`src/rtl/mtb_pkg.sv`:
```
package mtb_pkg;
  localparam int NUM_TMR  = 4;
  localparam int EN_LSB   = 0;
  localparam int FLAG_LSB = 8;
  localparam int LSEL_BIT = 16;

  localparam int OFS_CSR   = 'h00;
  localparam int OFS_LD0   = 'h0C;
  localparam int OFS_CNT12 = 'h20;
  localparam int OFS_CNT3  = 'h24;
  localparam int OFS_CNT4  = 'h28;
  localparam int OFS_CLR0  = 'h30;
  localparam int OFS_STEP  = 4;

  typedef enum logic [3:0] {
    RD_NONE, RD_CSR, RD_LD0, RD_LD1, RD_LD2, RD_LD3, RD_C12, RD_C3, RD_C4
  } rdSel_e;

  typedef struct packed {
    logic [NUM_TMR-1:0] ldWr;
    logic [NUM_TMR-1:0] clr;
    logic               rdEn;
    rdSel_e             rdSel;
    logic               snapAll;
  } strobe_t;
endpackage

```
`src/rtl/mtb_timer.sv`:
```
module mtb_timer #(
  parameter int W = 16
) (
  input  logic         clk,
  input  logic         rstN,
  input  logic         tick,
  input  logic         en,
  input  logic         ldWr,
  input  logic [W-1:0] ldData,
  input  logic         clr,
  output logic [W-1:0] cnt,
  output logic [W-1:0] ldVal,
  output logic         flag
);
  logic pend;
  logic expire;

  assign expire = tick && !pend && en && (cnt == W'(1));

  always_ff @(posedge clk) begin
    if (!rstN) begin
      cnt   <= '0;
      ldVal <= '0;
      pend  <= 1'b0;
      flag  <= 1'b0;
    end else begin
      if (ldWr) begin
        ldVal <= ldData;
        pend  <= 1'b1;
      end else if (tick) begin
        pend <= 1'b0;
      end
      if (tick) begin
        if (pend) begin
          cnt <= ldVal;
        end else if (en) begin
          if (cnt == W'(1)) cnt <= ldVal;
          else if (cnt != '0) cnt <= cnt - W'(1);
        end
      end
      if (expire) flag <= 1'b1;
      else if (clr) flag <= 1'b0;
    end
  end


  load_on_tick_chk: assert property (@(posedge clk) disable iff (!rstN)
    (tick && pend) |=> (cnt == $past(ldVal)));


  hold_no_tick_chk: assert property (@(posedge clk) disable iff (!rstN)
    (!tick) |=> $stable(cnt));


  expire_flag_chk: assert property (@(posedge clk) disable iff (!rstN)
    (tick && !pend && en && cnt == W'(1)) |=> (flag && cnt == $past(ldVal)));


  clear_flag_chk: assert property (@(posedge clk) disable iff (!rstN)
    (clr && !tick) |=> !flag);
endmodule

```
`src/rtl/mtb_ctrl.sv`:
```
module mtb_ctrl
  import mtb_pkg::*;
#(
  parameter int ADDR_W = 8,
  parameter int DATA_W = 32
) (
  input  logic               clk,
  input  logic               rstN,
  input  logic [ADDR_W-1:0]  busAddr,
  input  logic               busWr,
  input  logic               busRd,
  input  logic [DATA_W-1:0]  busWdata,
  output strobe_t            strb,
  output logic [NUM_TMR-1:0] tmrEn,
  output logic               latchSel
);
  logic csrHit;

  assign csrHit = (busAddr == ADDR_W'(OFS_CSR));

  always_comb begin
    strb = '0;
    for (int i = 0; i < NUM_TMR; i++) begin
      if (busWr && busAddr == ADDR_W'(OFS_LD0 + OFS_STEP * i)) strb.ldWr[i] = 1'b1;
      if (busWr && busAddr == ADDR_W'(OFS_CLR0 + OFS_STEP * i)) strb.clr[i] = 1'b1;
      if (busWr && csrHit && !busWdata[FLAG_LSB + i]) strb.clr[i] = 1'b1;
    end
    strb.rdEn = busRd;
    if (csrHit) strb.rdSel = RD_CSR;
    else if (busAddr == ADDR_W'(OFS_LD0))                 strb.rdSel = RD_LD0;
    else if (busAddr == ADDR_W'(OFS_LD0 + OFS_STEP))      strb.rdSel = RD_LD1;
    else if (busAddr == ADDR_W'(OFS_LD0 + 2 * OFS_STEP))  strb.rdSel = RD_LD2;
    else if (busAddr == ADDR_W'(OFS_LD0 + 3 * OFS_STEP))  strb.rdSel = RD_LD3;
    else if (busAddr == ADDR_W'(OFS_CNT12))               strb.rdSel = RD_C12;
    else if (busAddr == ADDR_W'(OFS_CNT3))                strb.rdSel = RD_C3;
    else if (busAddr == ADDR_W'(OFS_CNT4))                strb.rdSel = RD_C4;
    else                                                  strb.rdSel = RD_NONE;
    strb.snapAll = busRd && latchSel && (busAddr == ADDR_W'(OFS_CNT12));
  end

  always_ff @(posedge clk) begin
    if (!rstN) begin
      tmrEn    <= '0;
      latchSel <= 1'b0;
    end else if (busWr && csrHit) begin
      tmrEn    <= busWdata[EN_LSB +: NUM_TMR];
      latchSel <= busWdata[LSEL_BIT];
    end
  end
endmodule

```
`src/rtl/mtb_datapath.sv`:
```
module mtb_datapath
  import mtb_pkg::*;
#(
  parameter int NARROW_W = 16,
  parameter int WIDE_W   = 32,
  parameter int DATA_W   = 32
) (
  input  logic               clk,
  input  logic               rstN,
  input  logic               tick,
  input  strobe_t            strb,
  input  logic [NUM_TMR-1:0] tmrEn,
  input  logic               latchSel,
  input  logic [DATA_W-1:0]  busWdata,
  output logic [DATA_W-1:0]  busRdata,
  output logic               irq
);
  logic [DATA_W-1:0]  cntBus [NUM_TMR];
  logic [DATA_W-1:0]  ldBus  [NUM_TMR];
  logic [DATA_W-1:0]  snap   [NUM_TMR];
  logic [NUM_TMR-1:0] flags;
  logic [DATA_W-1:0]  rdNext;

  for (genvar i = 0; i < NUM_TMR; i++) begin : g_tmr
    localparam int W = (i < 2) ? NARROW_W : WIDE_W;
    logic [W-1:0] cntW;
    logic [W-1:0] ldW;

    mtb_timer #(.W(W)) u_tmr (
      .clk(clk), .rstN(rstN), .tick(tick), .en(tmrEn[i]),
      .ldWr(strb.ldWr[i]), .ldData(busWdata[W-1:0]), .clr(strb.clr[i]),
      .cnt(cntW), .ldVal(ldW), .flag(flags[i])
    );

    assign cntBus[i] = DATA_W'(cntW);
    assign ldBus[i]  = DATA_W'(ldW);

    always_ff @(posedge clk) begin
      if (!rstN) snap[i] <= '0;
      else if (strb.snapAll) snap[i] <= cntBus[i];
    end
  end

  assign irq = |flags;

  always_comb begin
    rdNext = '0;
    case (strb.rdSel)
      RD_CSR: begin
        rdNext[EN_LSB +: NUM_TMR]   = tmrEn;
        rdNext[FLAG_LSB +: NUM_TMR] = flags;
        rdNext[LSEL_BIT]            = latchSel;
      end
      RD_LD0: rdNext = ldBus[0];
      RD_LD1: rdNext = ldBus[1];
      RD_LD2: rdNext = ldBus[2];
      RD_LD3: rdNext = ldBus[3];
      RD_C12: begin
        rdNext[NARROW_W-1:0]          = cntBus[0][NARROW_W-1:0];
        rdNext[2*NARROW_W-1:NARROW_W] = cntBus[1][NARROW_W-1:0];
      end
      RD_C3:  rdNext = latchSel ? snap[2] : cntBus[2];
      RD_C4:  rdNext = latchSel ? snap[3] : cntBus[3];
      default: rdNext = '0;
    endcase
  end

  always_ff @(posedge clk) begin
    if (!rstN) busRdata <= '0;
    else if (strb.rdEn) busRdata <= rdNext;
  end


  irq_needs_tick_chk: assert property (@(posedge clk) disable iff (!rstN)
    (!tick) |=> !$rose(irq));
endmodule

```
`src/rtl/multi_timer_bank.sv`:
```
module multi_timer_bank
  import mtb_pkg::*;
#(
  parameter int ADDR_W   = 8,
  parameter int DATA_W   = 32,
  parameter int NARROW_W = 16,
  parameter int WIDE_W   = 32
) (
  input  logic              clk,
  input  logic              rstN,
  input  logic              tick,
  input  logic [ADDR_W-1:0] busAddr,
  input  logic              busWr,
  input  logic              busRd,
  input  logic [DATA_W-1:0] busWdata,
  output logic [DATA_W-1:0] busRdata,
  output logic              irq
);
  strobe_t            strb;
  logic [NUM_TMR-1:0] tmrEn;
  logic               latchSel;

  mtb_ctrl #(.ADDR_W(ADDR_W), .DATA_W(DATA_W)) u_ctrl (
    .clk(clk), .rstN(rstN), .busAddr(busAddr), .busWr(busWr), .busRd(busRd),
    .busWdata(busWdata), .strb(strb), .tmrEn(tmrEn), .latchSel(latchSel)
  );

  mtb_datapath #(.NARROW_W(NARROW_W), .WIDE_W(WIDE_W), .DATA_W(DATA_W)) u_dp (
    .clk(clk), .rstN(rstN), .tick(tick), .strb(strb), .tmrEn(tmrEn),
    .latchSel(latchSel), .busWdata(busWdata), .busRdata(busRdata), .irq(irq)
  );
endmodule

```
`config.mk`:
```
export PLATFORM = sky130hd
export DESIGN_NAME = multi_timer_bank
export DESIGN_NICKNAME = d
export VERILOG_FILES = /design/src/rtl/mtb_pkg.sv /design/src/rtl/mtb_timer.sv /design/src/rtl/mtb_ctrl.sv /design/src/rtl/mtb_datapath.sv /design/src/rtl/multi_timer_bank.sv
export SDC_FILE = /design/constraint.sdc
export NUM_CORES = 1
export LEC_CHECK = 0
export BUFFER_PORTS_ARGS = -buffer_cell sky130_fd_sc_hd__buf_2
export CAP_MARGIN = 20
export CORE_MARGIN = 4
export CORE_UTILIZATION = 60
export CTS_BUF_LIST = sky130_fd_sc_hd__clkbuf_8 sky130_fd_sc_hd__clkbuf_16
export DETAILED_ROUTE_END_ITERATION = 12
export PLACE_DENSITY_LB_ADDON = 0.2
export SKIP_LAST_GASP = 1
export SLEW_MARGIN = 20
export SYNTH_ARGS = -nofsm -noshare
export SYNTH_HDL_FRONTEND = slang
export SYNTH_HIERARCHICAL = 1
export SYNTH_SLANG_ARGS = --single-unit
```
`constraint.sdc`:
```
create_clock -name clk -period 7.22 [get_ports clk]
set_input_delay 1.444 -clock clk [delete_from_list [all_inputs] [get_ports clk]]
set_output_delay 1.444 -clock clk [all_outputs]
set_load 0.005 [all_outputs]
```
### After elaboration in Yosys (flattened, before gate mapping)

Memory sizes are Yosys's and may differ from the RTL's.
Index checks and enable logic that the tools add are counted.

| storage, ports and cells | value |
|---|---|
| register bits after elaboration | 237 |
| latch bits | 0 |
| bits in writable memories | 128 |
| memory bits (read-only) | 0 |
| input port bits | 45 |
| output and inout bits | 33 |
| logic and storage cells | 177 |
| memories kept | 1 |

Memory list:

| name | words | bits a word | rd ports | clocked after memory_dff | wr ports | RTL line | source |
|---|---|---|---|---|---|---|---|
| u_dp.snap | 4 | 32 | 2 | 0 | 4 | mtb_datapath.sv:20 | `logic [DATA_W-1:0] snap [NUM_TMR];` |

| operators by class | value |
|---|---|
| add/sub/neg operators | 4 |
| multiply operators | 0 |
| divide/modulo/power cells | 0 |
| $lt $le $gt $ge | 0 |
| equality and inequality tests | 23 |
| shift operators | 0 |
| multiplexer cells | 65 |
| bitwise gates (word level) | 4 |
| reductions and logical operators | 61 |

Operator list:

| cell | number |
|---|---|
| two-way mux 32 bit | 14 |
| two-way mux 16 bit | 8 |
| one-hot mux 15 bit (5 select lines) | 1 |
| == test 32 x 1 -> 1 bit (second input constant) | 2 |
| one-hot mux 4 bit (8 select lines) | 2 |
| nonzero test 32 bit | 2 |
| subtractor 32 x 1 -> 32 bit (second input constant) | 2 |
| == test 8 x 6 -> 1 bit (second input constant) | 7 |
| one-hot mux 4 bit (7 select lines) | 2 |
| == test 16 x 1 -> 1 bit (second input constant) | 2 |
| two-way mux 4 bit | 8 |
| nonzero test 16 bit | 2 |
| subtractor 16 x 1 -> 16 bit (second input constant) | 2 |
| two-way mux 1 bit | 29 |
| logical AND 1 bit | 27 |
| == test 8 x 5 -> 1 bit (second input constant) | 3 |
| nonzero test 2 bit | 12 |
| == test 4 x 3 -> 1 bit (second input constant) | 4 |
| AND reduction 3 bit | 4 |
| nonzero test 3 bit | 4 |
| == test 4 x 2 -> 1 bit (second input constant) | 2 |
| == test 8 x 4 -> 1 bit (second input constant) | 1 |
| logical NOT 1 bit | 8 |
| logical NOT 8 bit | 1 |
| 5 further kinds | 8 |

### Longest topological paths before layout

Gate-level depths: netlist of the first run.

| depth | value |
|---|---|
| depth in word-level cells | 11 |
| depth in mapped cells | 11 |
| gate-level depth less buffers | 7 |

### Modules after synthesis

The synthesis of the first run kept the hierarchy.

Modules (own cells, without submodules):

| module | times used | cells an instance | area each (um2) | sequential area each (um2) |
|---|---|---|---|---|
| mtb_timer at u_dp.g_tmr[2].u_tmr ... | 2 | 403 | 3379.5 | 1321.3 |
| mtb_datapath | 1 | 530 | 5641.7 | 2562.5 |
| mtb_timer at u_dp.g_tmr[0].u_tmr | 1 | 203 | 1883.1 | 680.7 |
| mtb_timer at u_dp.g_tmr[1].u_tmr | 1 | 202 | 1770.4 | 680.7 |
| mtb_ctrl | 1 | 72 | 529.3 | 100.1 |

### Worst setup path after synthesis of the first run

Ideal clock, no wire load.

| timing path | value |
|---|---|
| path type | input-to-reg |
| start | in busAddr[3] |
| end | mem u_dp.snap[2][0] (netlist: u_dp/snap[1][0]) (enable) |
| library setup time | 0.433 ns |
| data arrival time | 3.846 ns |
| required time | 6.787 ns |
| setup slack | 2.942 ns |
| stages on the path | 4 |
| path buffers | 1 |
| path through | nor4_2 and4_1 clkbuf_1 nand2b_1 |

RTL lines:

| what | RTL line | source |
|---|---|---|
| from (decl) | multi_timer_bank.sv:12 | `input logic [ADDR_W-1:0] busAddr,` |
| to (decl) | mtb_datapath.sv:20 |  |

==> results.txt, run 1 <==
Status -> completed
CP max stage delay -> 0.85 ns
Reg2reg start -> u_dp/g_tmr[2].u_tmr/cnt[9]
Worst Setup SP -> busAddr[4]
CTS Sinks -> 301
Worst R2R Path Depth -> 7
Drt first pass iters -> 6
Initial antenna violation count -> 0
Bufs and invs on worst path -> 2
DR DRC count -> 0
Syn avg cell area -> 9.15 µm²
Fin crit share -> 56.6%
Post-CTS resize count -> 0
PD cells -> 195 mW/mm²
Post-route cell area -> 0.0181 mm²
Leak -> 7.29 nW
Antenna fix cells -> 0
RSZ-0062 raised after global routing -> no
Routed WL -> 56.1 mm
Total gr overflow -> 0
Syn Nets -> 1870
Vias in the first global route -> 14174
Initial Utilization -> 61.2%
Area grow syn2layout -> 9.40%
Hold Vio Cnt, Final -> 0
Routability cong. -> 0.994
R2R setup slack -> 3.45 ns
Placed Instances -> 2154
Wirelength per Cell -> 25.3 µm
Fin cells -> 2218
Synth area leaders -> dfxtp_1 29%, mux2i_1 14%, edfxtp_1 12%, nor2_1 4.5%, nand2_1 3.4%
Level count of the clock H-tree -> 2
Required time of the critical path -> 7.64 ns
# setup viols final -> 0
Setup Buffers After CTS -> 0
Die Span X -> 174 µm
Final layout net count -> 1878
Worst Tran Pin Value -> 1.06 ns
Yosys synthesis warning count -> 6
1st-iter DRT viols -> 2231
Worst setup SP type -> input pin
CTS tree -> yes
Netlist cell types -> 94
Cell taking the most area after synthesis -> dfxtp_1
Core Region -> 0.0271 mm²
Total power -> 0.00353 W
Setup TNS -> 0 ns
Share of cells above drive strength 1 -> 13.4%
Seq/Total Area, Yosys -> 40.2%
Root Driver -> clkbuf_16
Number of flops mapped to enable cells by yosys -> 64
Max Cap Viol -> 0
CP Max Fanout -> 24
Minimum clock period after layout -> 4.09 ns
Post-route ant nets -> 0
Max Slew Vio Count -> 0
Worst-Skew Late Latency -> 0.51 ns
Worst hold path type -> flop to flop
Fraction of registers with async set/reset -> 0%
Std-Cell Rows -> 60
Setup Crit Path Kind -> input pin to flop
CP Data Arrival Time -> 4.51 ns
Area of the die -> 0.0304 mm²
CTS max path bufs -> 3
Post-DP Area -> 0.0170 mm²
Post-detail-place hpwl -> 39.8 mm
Synth Instances -> 1813
Total track usage -> 35.4%
Crit. End Element -> flop
Avg Vias per Cell -> 6.82
Worst setup path end -> u_dp/busRdata[20]
Post-synth design cell area -> 0.0166 mm²
Flip-flop and latch count after synthesis -> 301
Share of the synthesized area in the top cell type -> 28.6%
CP Depth -> 9
Worst-path cell chain -> buf_2 > nand2b_1 > a211o_1 > a21oi_4 > buf_4 > nor2b_1 > a22o_1 > a221oi_1 > o21ai_0
Max VDD drop -> 164 µV
Family with the most delay on the worst path -> compound AO/OA/AOI/OAI gates
Crit-path slowest cell -> nor2b_1
First-pass GRT wire length -> 85.1 mm
Top achievable clock speed -> 245 MHz
R2R Path End -> u_dp/g_tmr[2].u_tmr/cnt[9]
Via count -> 15137
Ports -> 78
# hold bufs at CTS -> 0
Total CTS buffers -> 36
Largest net degree at the start of global routing -> 72
Slew Limit Headroom -> 29.1%
Clk_skew -> 0.00948 ns
Main synth FF type -> dfxtp_1
Port Buffers -> 77
Die H -> 174 µm
Reg clk slew, reported paths -> 0.06 ns
==> cell families after synthesis <==
group	after synthesis	share of synthesized area [%]
AOI/OAI and AO/OA	386	16.4
adders and majority gates	12	0.905
buffers and inverters	166	4.92
DFF	301	40.2
muxes	255	15.7
and+or+nand+nor	693	21.9
==> layout make-up <==
class	instances	area, µm²
fill	2180	8960
timing repair buffer	103	589
clock inverter	23	125
clock buffer	40	967
multi-input combinational	1346	9200
tap	372	465
sequential	301	6670
inverter	33	124
==> power by group <==
group	total, W	switching, W	internal (W)
clock network	0.00169	0.000701	0.000990
registers	0.00173	0.00000525	0.00173
logic	0.000110	0.0000861	0.0000243
==> cell usage after synthesis (16+ instances only) <==
cell,instances
dfxtp_1,237
mux2i_1,237
nor2_1,201
nand2_1,152
a21oi_1,98
o22ai_1,78
and3_1,71
edfxtp_1,64
clkbuf_1,62
nand3_1,41
nor3_1,35
inv_1,32
buf_2,30
or3_1,28
o21ai_0,27
nor4_1,25
o21ai_1,25
a221oi_1,20
nand4_1,19
buf_4,17
nand3b_1,16
==> routing by layer <==
layer  wire [µm]  global-route usage, %  share of wire [%]
met1       22200                   47.1                 40
met3        5080                   5.39                9.1
met4        3510                   18.3                6.2
met5           0                      0                  0
met2       25300                   56.3                 45
==> worst min-delay path by stage <==
stage | start | to | depth (start not counted)
floorplan | u_dp/busRdata[29] | u_dp/busRdata[29] | 2
global placement | u_dp/busRdata[24] | u_dp/busRdata[24] | 2
detailed placement | u_dp/busRdata[27] | u_dp/busRdata[27] | 2
CTS | u_dp/busRdata[27] | u_dp/busRdata[27] | 2
global route | u_dp/busRdata[27] | u_dp/busRdata[27] | 2
finish | u_dp/busRdata[27] | u_dp/busRdata[27] | 2
==> layout by cell type, fill, tap and decap left out, types with 12 or more instances in the layout <==
cell type,count
o21ai_1,25
mux2_2,14
edfxtp_1,64
mux2i_1,237
or3_1,28
clkbuf_16,37
nor2_1,200
nor2b_1,14
nor4_1,25
a22o_1,15
nand4_1,19
dfxtp_1,236
buf_4,26
buf_2,76
inv_1,44
a221oi_1,20
and3_1,71
o21ai_0,27
a21oi_1,97
ha_1,12
a211oi_1,13
nand3b_1,16
o2bb2ai_1,13
o22ai_1,78
nor3_1,33
nand2_1,152
nand3_1,41
==> worst register-to-register path: cells and delay by family (launching register included) <==
kind | cells | cell delay (ns)
flip-flops | 1 | 0.40
multiplexers | 1 | 0.19
buffers and inverters | 1 | 0.37
AO/OA/AOI/OAI | 2 | 0.75
AND/OR/NAND/NOR | 3 | 1.97
==> metrics by stage <==
stage | hold WS [ns] | setup slack (ns) | util [%]
after floorplan | 0.444 | 2.94 | -
after global placement | 0.440 | 2.68 | 62.8
after detailed placement | 0.445 | 2.75 | 62.8
after CTS | 0.453 | 3.21 | 66.9
after global routing | 0.478 | 2.90 | 66.9
final | 0.454 | 3.13 | 66.9
==> sequential cells by signal, summed over array words and instances, names as in the netlist <==
signal and flops:
u_ctrl/latchSel 1, u_ctrl/tmrEn 4, u_dp/busRdata 32, u_dp/g_tmr.u_tmr/cnt 96
u_dp/g_tmr.u_tmr/flag 4, u_dp/g_tmr.u_tmr/ldVal 96, u_dp/g_tmr.u_tmr/pend 4, u_dp/snap 64
No activity file was read; power rests on OpenSTA's default activity.
==> run 2: changes to the inputs <==
Settings changed: CORE_UTILIZATION 60 to 56.
Clock period 7.22 ns to 3.55 ns, I/O delays scaled along.
==> run 2 against run 1 <==
Against the previous run: cell area grew 2.0%; first-iteration DRC count decreased by 11%; non-clock buffer count increased by 43; hold slack worse by 0.0079 ns; worst setup slack got worse by 2.6 ns; utilization shrank 3.0 points; via count grew 0.84%.
==> results.txt, run 2 (synthesis results as in run 1) <==
Largest net degree at the start of global routing -> 65 (-9.7%)
Port Buffers -> 77 (unchanged)
CP Max Fanout -> 8 (-67%)
Utilization after layout -> 64.0% (-3.0 points)
Required time of the critical path -> 3.95 ns (-3.69 ns)
Post-route ant nets -> 0 (unchanged)
Total CTS buffers -> 34 (-5.6%)
Worst-path cell chain -> or4_4 > or4_1 > nor4_4 > a21o_1 > nand2_1 > o221a_2
Internal power -> 0.00561 W (+100%)
# hold bufs at CTS -> 0 (unchanged)
Hold Vio Cnt, Final -> 0 (unchanged)
Routability cong. -> 1.06 (+6.4%)
Status -> completed
Via count -> 15264 (+0.84%)
Leak -> 7.53 nW (+3.2%)
Sw Pwr -> 0.00162 W (+100%)
Ports -> 78 (unchanged)
Post-CTS resize count -> 0 (unchanged)
Worst hold path type -> flop to flop
Slew Limit Headroom -> 31.3% (+2.2 points)
Level count of the clock H-tree -> 2 (unchanged)
Logic pwr share -> 3.5% (+0.4 points)
Max Cap Viol -> 0 (unchanged)
CP max stage delay -> 0.61 ns (-0.24 ns)
Antenna fix cells -> 0 (unchanged)
Setup Crit Path Kind -> flop to flop
Std-Cell Rows -> 62 (+3.3%)
Fillers -> 2492 (+14%)
First-pass GRT wire length -> 87.8 mm (+3.2%)
Vias in the first global route -> 14154 (-0.14%)
Clk_skew -> 0.00975 ns (+0.000275 ns)
Placed Instances -> 2210 (+2.6%)
Total gr overflow -> 0 (unchanged)
Seq pwr share -> 48.8% (-0.3 points)
Post-detail-place hpwl -> 42.5 mm (+7.0%)
Initial Utilization -> 57.3% (-3.9 points)
Initial antenna violation count -> 0 (unchanged)
Reg clk slew, reported paths -> 0.06 ns (about the same)
# setup viols final -> 0 (unchanged)
Most common cell after layout, fill and taps aside -> mux2i_1
Setup TNS -> 0 ns (unchanged)
Fin cells -> 2271 (+2.4%)
Clock power share -> 47.8% (about the same)
Routed WL -> 59.3 mm (+5.6%)
Bufs and invs on worst path -> 0 (-2)
Switch share -> 22.5% (+0.049 points)
Post-route cell area -> 0.0185 mm² (+2.0%)
PD cells -> 391 mW/mm² (+100%)
Fin crit share -> 85.3%
Total track usage -> 34.6% (-0.89 points)
CTS max path bufs -> 3 (unchanged)
Worst Tran Pin Value -> 1.03 ns (-0.0350 ns)
RSZ-0062 raised after global routing -> no
Die H -> 180 µm (+3.3%)
Area grow syn2layout -> 11.6%
Share of cells above drive strength 1 -> 15.5% (+2.1 points)
Max Slew Vio Count -> 0 (unchanged)
DR DRC count -> 0 (unchanged)
Core Region -> 0.0289 mm² (+6.8%)
Area of the die -> 0.0324 mm² (+6.8%)
1st-iter DRT viols -> 1985 (-11%)
Worst-Skew Late Latency -> 0.52 ns (about the same)
Commonest non-fill, non-tap cells in the layout -> 237 x mux2i_1, 236 x dfxtp_1, 200 x nor2_1, 152 x nand2_1, 97 x a21oi_1
Top Registers -> u_dp/g_tmr.u_tmr/cnt x96, u_dp/g_tmr.u_tmr/ldVal x96, u_dp/snap x64
Crit. End Element -> flop
CP Data Arrival Time -> 3.43 ns (-1.08 ns)
Die Span X -> 180 µm (+3.3%)
Root Driver -> clkbuf_16
CTS Sinks -> 301 (unchanged)
Max VDD drop -> 338 µV (+110%)
Top achievable clock speed -> 330 MHz
Crit-path slowest cell -> or4_1
Setup Buffers After CTS -> 0 (unchanged)
Avg Vias per Cell -> 6.72 (-1.5%)
Worst setup SP type -> flop
Post-DP Area -> 0.0174 mm² (+2.3%)
Final layout net count -> 1919 (+2.2%)
CTS tree -> yes
Wirelength per Cell -> 26.1 µm (+3.1%)
Drt first pass iters -> 5 (-1)
Minimum clock period after layout -> 3.03 ns
Family with the most delay on the worst path -> simple AND/OR/NAND/NOR gates
[run 2: cell types whose count changed in the layout (fill, tap and decap cells not counted)]
cell,delta
inv_6,+1
nor2b_4,-1
clkbuf_16,-1
buf_4,+40
a31oi_2,+1
a31oi_4,-1
clkinv_2,+2
clkbuf_8,+2
buf_12,+4
inv_1,-1
clkinvlp_4,-2
nor2b_2,+1
clkinv_1,-4
[run 2: final timing paths]
path / slack [ns] / to / cells past startpoint / from
hold reg to reg: 0.45 / u_dp/busRdata[26] / 2 / u_dp/busRdata[26]
setup / recovery: 0.52 / u_dp/g_tmr[2].u_tmr/cnt[28] / 6 / u_dp/g_tmr[2].u_tmr/cnt[9]
setup reg to reg: 0.52 / u_dp/g_tmr[2].u_tmr/cnt[28] / 6 / u_dp/g_tmr[2].u_tmr/cnt[9]
hold / removal: 0.45 / u_dp/busRdata[26] / 2 / u_dp/busRdata[26]
[run 2: power groups by stage]
stage	clock network, W	registers [W]	logic, W
detailed placement	0	0.00360	0.000242
global placement	0	0.00360	0.000242
floorplan	0	0.00360	0.000110
finish	0.00345	0.00353	0.000250
global route	0.00362	0.00353	0.000260
CTS	0.00350	0.00353	0.000243
[run 2: stage by stage]
step | hold WS [ns] | total power, W | worst slack, ns
5_1_grt | 0.461 | 0.00741 | 0.353
6_report | 0.446 | 0.00723 | 0.522
2_1_floorplan | 0.444 | 0.00371 | 0.00561
3_3_place_gp | 0.438 | 0.00384 | 0.404
4_1_cts | 0.448 | 0.00727 | 0.549
3_5_place_dp | 0.440 | 0.00384 | 0.329
[run 2: area by class of cell]
cell class / instances / area (µm²) / share of cell area, %
Timing Repair Buffer: 146 / 956 / 5.16
Clock buffer: 42 / 983 / 5.31
Clock inverter: 19 / 110 / 0.595
Multi-Input combinational cell: 1346 / 9190 / 49.6
Inverter: 33 / 124 / 0.669
Sequential cell: 301 / 6670 / 36.0
Tap cell: 384 / 480 / 2.60
[run 2: routing by layer]
layer,global-route usage [%],vias up,wire length (µm)
li1,-,6856,-
met1,46.9,7352,23900
met2,55.6,889,27100
met4,15.2,0,3090
met3,4.68,167,5170
met5,0,-,0
[run 2: tightest hold or removal path, cell delays in order, from the launching register on]
cell and delay (ns):
dfxtp_1 0.30, nand2_1 0.05, o21ai_1 0.05
==> run 3: changes to the inputs <==
Settings changed: CORE_MARGIN 4 to not set.
==> run 3 against run 2 <==
Against the previous run: register-to-register slack lost 0.11 ns; clock skew hardly changed; maximum frequency down 3.6%; die area fell by 6.6%; combinational power decreased by 2%; final cell count decreased by 0.18%; worst setup slack lost 0.11 ns; sequential power about the same; critical path depth increased by 1; largest cell class unchanged.
==> results.txt, run 3 (synthesis results as in run 1) <==
Internal power -> 0.00606 W (+8.1%)
# hold bufs at CTS -> 0 (unchanged)
CP Data Arrival Time -> 3.53 ns (+0.10 ns)
Via count -> 15151 (-0.74%)
# setup viols final -> 0 (unchanged)
Share of cells above drive strength 1 -> 15.5% (-0.020 points)
Crit. End Element -> flop
Level count of the clock H-tree -> 2 (unchanged)
Setup TNS -> 0 ns (unchanged)
Clock power share -> 51.1% (+3.3 points)
Ports -> 78 (unchanged)
CTS Sinks -> 301 (unchanged)
Commonest non-fill, non-tap cells in the layout -> 237 x mux2i_1, 236 x dfxtp_1, 200 x nor2_1, 152 x nand2_1, 97 x a21oi_1
Reg clk slew, reported paths -> 0.06 ns (about the same)
Clk_skew -> 0.00959 ns (-0.000165 ns)
Worst R2R Path Depth -> 7 (+1)
First-pass GRT wire length -> 87.5 mm (-0.38%)
Fin crit share -> 88.5% (+3.2 points)
Max Cap Viol -> 0 (unchanged)
CP Max Fanout -> 28 (+20)
PD cells -> 414 mW/mm² (+6.0%)
CTS tree -> yes
Core Region -> 0.0289 mm² (unchanged)
Crit-path slowest cell -> or4_1
Wirelength per Cell -> 25.9 µm (-0.85%)
Total track usage -> 38.1% (+3.5 points)
Post-detail-place hpwl -> 41.7 mm (-1.9%)
Drt first pass iters -> 8 (+3)
Routed WL -> 58.7 mm (-1.0%)
CP max stage delay -> 0.61 ns (about the same)
Hold path cells -> 2 (unchanged)
Top Registers -> u_dp/g_tmr.u_tmr/cnt x96, u_dp/g_tmr.u_tmr/ldVal x96, u_dp/snap x64
Post-CTS resize count -> 0 (unchanged)
Std-Cell Rows -> 62 (unchanged)
Required time of the critical path -> 3.94 ns (about the same)
Largest net degree at the start of global routing -> 70 (+7.7%)
Status -> completed
Minimum clock period after layout -> 3.14 ns (+0.113 ns)
Initial Utilization -> 57.3% (unchanged)
Worst hold path type -> flop to flop
Area of the die -> 0.0303 mm² (-6.6%)
Antenna fix cells -> 0 (unchanged)
DR DRC count -> 0 (unchanged)
Worst-path cell chain -> or4_4 > or4_1 > nor4_4 > a21oi_4 > buf_4 > a32oi_1 > nand3_1
Max Slew Vio Count -> 0 (unchanged)
Post-route ant nets -> 0 (unchanged)
Final hold slack -> 0.445 ns (-0.00158 ns)
Family with the most delay on the worst path -> simple AND/OR/NAND/NOR gates
Area grow syn2layout -> 12.3%
Sw Pwr -> 0.00165 W (+1.7%)
CP Depth -> 7 (+1)
Logic pwr share -> 3.2% (-0.3 points)
Avg Vias per Cell -> 6.68 (-0.57%)
Slew Limit Headroom -> 26.7% (-4.6 points)
Root Driver -> clkbuf_16
Most common cell after layout, fill and taps aside -> mux2i_1
Hold Vio Cnt, Final -> 0 (unchanged)
Setup Buffers After CTS -> 0 (unchanged)
Seq pwr share -> 45.7% (-3.1 points)
RSZ-0062 raised after global routing -> no
Final layout net count -> 1914 (-0.26%)
Total gr overflow -> 0 (unchanged)
Die H -> 174 µm (-3.3%)
Switch share -> 21.4% (-1.0 points)
1st-iter DRT viols -> 2022 (+1.9%)
Setup Crit Path Kind -> flop to flop
CTS max path bufs -> 3 (unchanged)
Die Span X -> 174 µm (-3.3%)
Total CTS buffers -> 35 (+2.9%)
Leak -> 7.54 nW (+0.21%)
Total power -> 0.00771 W (+6.7%)
Worst-Skew Late Latency -> 0.51 ns (about the same)
Routability cong. -> 1.00 (-5.2%)
Worst setup SP type -> flop
Worst Tran Pin Value -> 1.10 ns (+0.0697 ns)
Port Buffers -> 77 (unchanged)
Bufs and invs on worst path -> 1 (+1)
Max VDD drop -> 356 µV (+5.3%)
Vias in the first global route -> 14076 (-0.55%)
Top achievable clock speed -> 318 MHz (-3.6%)
Initial antenna violation count -> 1 (+1)
## run 3: area by class of cell
class / count / area, µm²
fill: 2469 / 10300
multi-input combinational: 1346 / 9180
sequential: 301 / 6670
clock buffer: 45 / 1040
timing repair buffer: 140 / 898
tap: 384 / 480
clock inverter: 18 / 236
inverter: 33 / 124
## run 3: worst reg2reg max path, delay by kind of cell, from the launching register on
family / cells / cell delay, ns
buf+inv: 1 / 0.31
flops: 1 / 0.37
simple gates: 4 / 1.79
compound gates: 2 / 0.56
## run 3: path summary, 6_finish.rpt
check / to / start / slack, ns
hold reg to reg: u_dp/busRdata[24] / u_dp/busRdata[24] / 0.44
setup / recovery: u_dp/g_tmr[2].u_tmr/cnt[19] / u_dp/g_tmr[2].u_tmr/cnt[8] / 0.41
hold / removal: u_dp/busRdata[24] / u_dp/busRdata[24] / 0.44
setup reg to reg: u_dp/g_tmr[2].u_tmr/cnt[19] / u_dp/g_tmr[2].u_tmr/cnt[8] / 0.41
## run 3: metal layers
layer	global-route usage [%]	up-vias	share of wire, %
li1	-	6854	-
met1	51.1	7290	41
met2	59.5	838	45
met3	5.21	167	8.4
met4	20.6	2	5.7
met5	0	-	0.022
## run 3: stage by stage
stage	worst slack (ns)	std cells	util [%]	instance area, µm²
after CTS	0.456	2267	64.4	18600
final	0.409	2267	64.4	18600
after global routing	0.292	2267	64.4	18600
after detailed placement	0.287	2204	60.0	17400
after floorplan	0.00561	1813	-	16600
after global placement	0.370	2204	60.0	17400
## run 3: power by group through the flow
stage	logic, W	registers (W)	clock network [W]
3_5_place_dp	0.000235	0.00360	0
2_1_floorplan	0.000110	0.00360	0
6_report	0.000244	0.00353	0.00394
5_1_grt	0.000251	0.00353	0.00411
4_1_cts	0.000236	0.00352	0.00396
3_3_place_gp	0.000235	0.00360	0
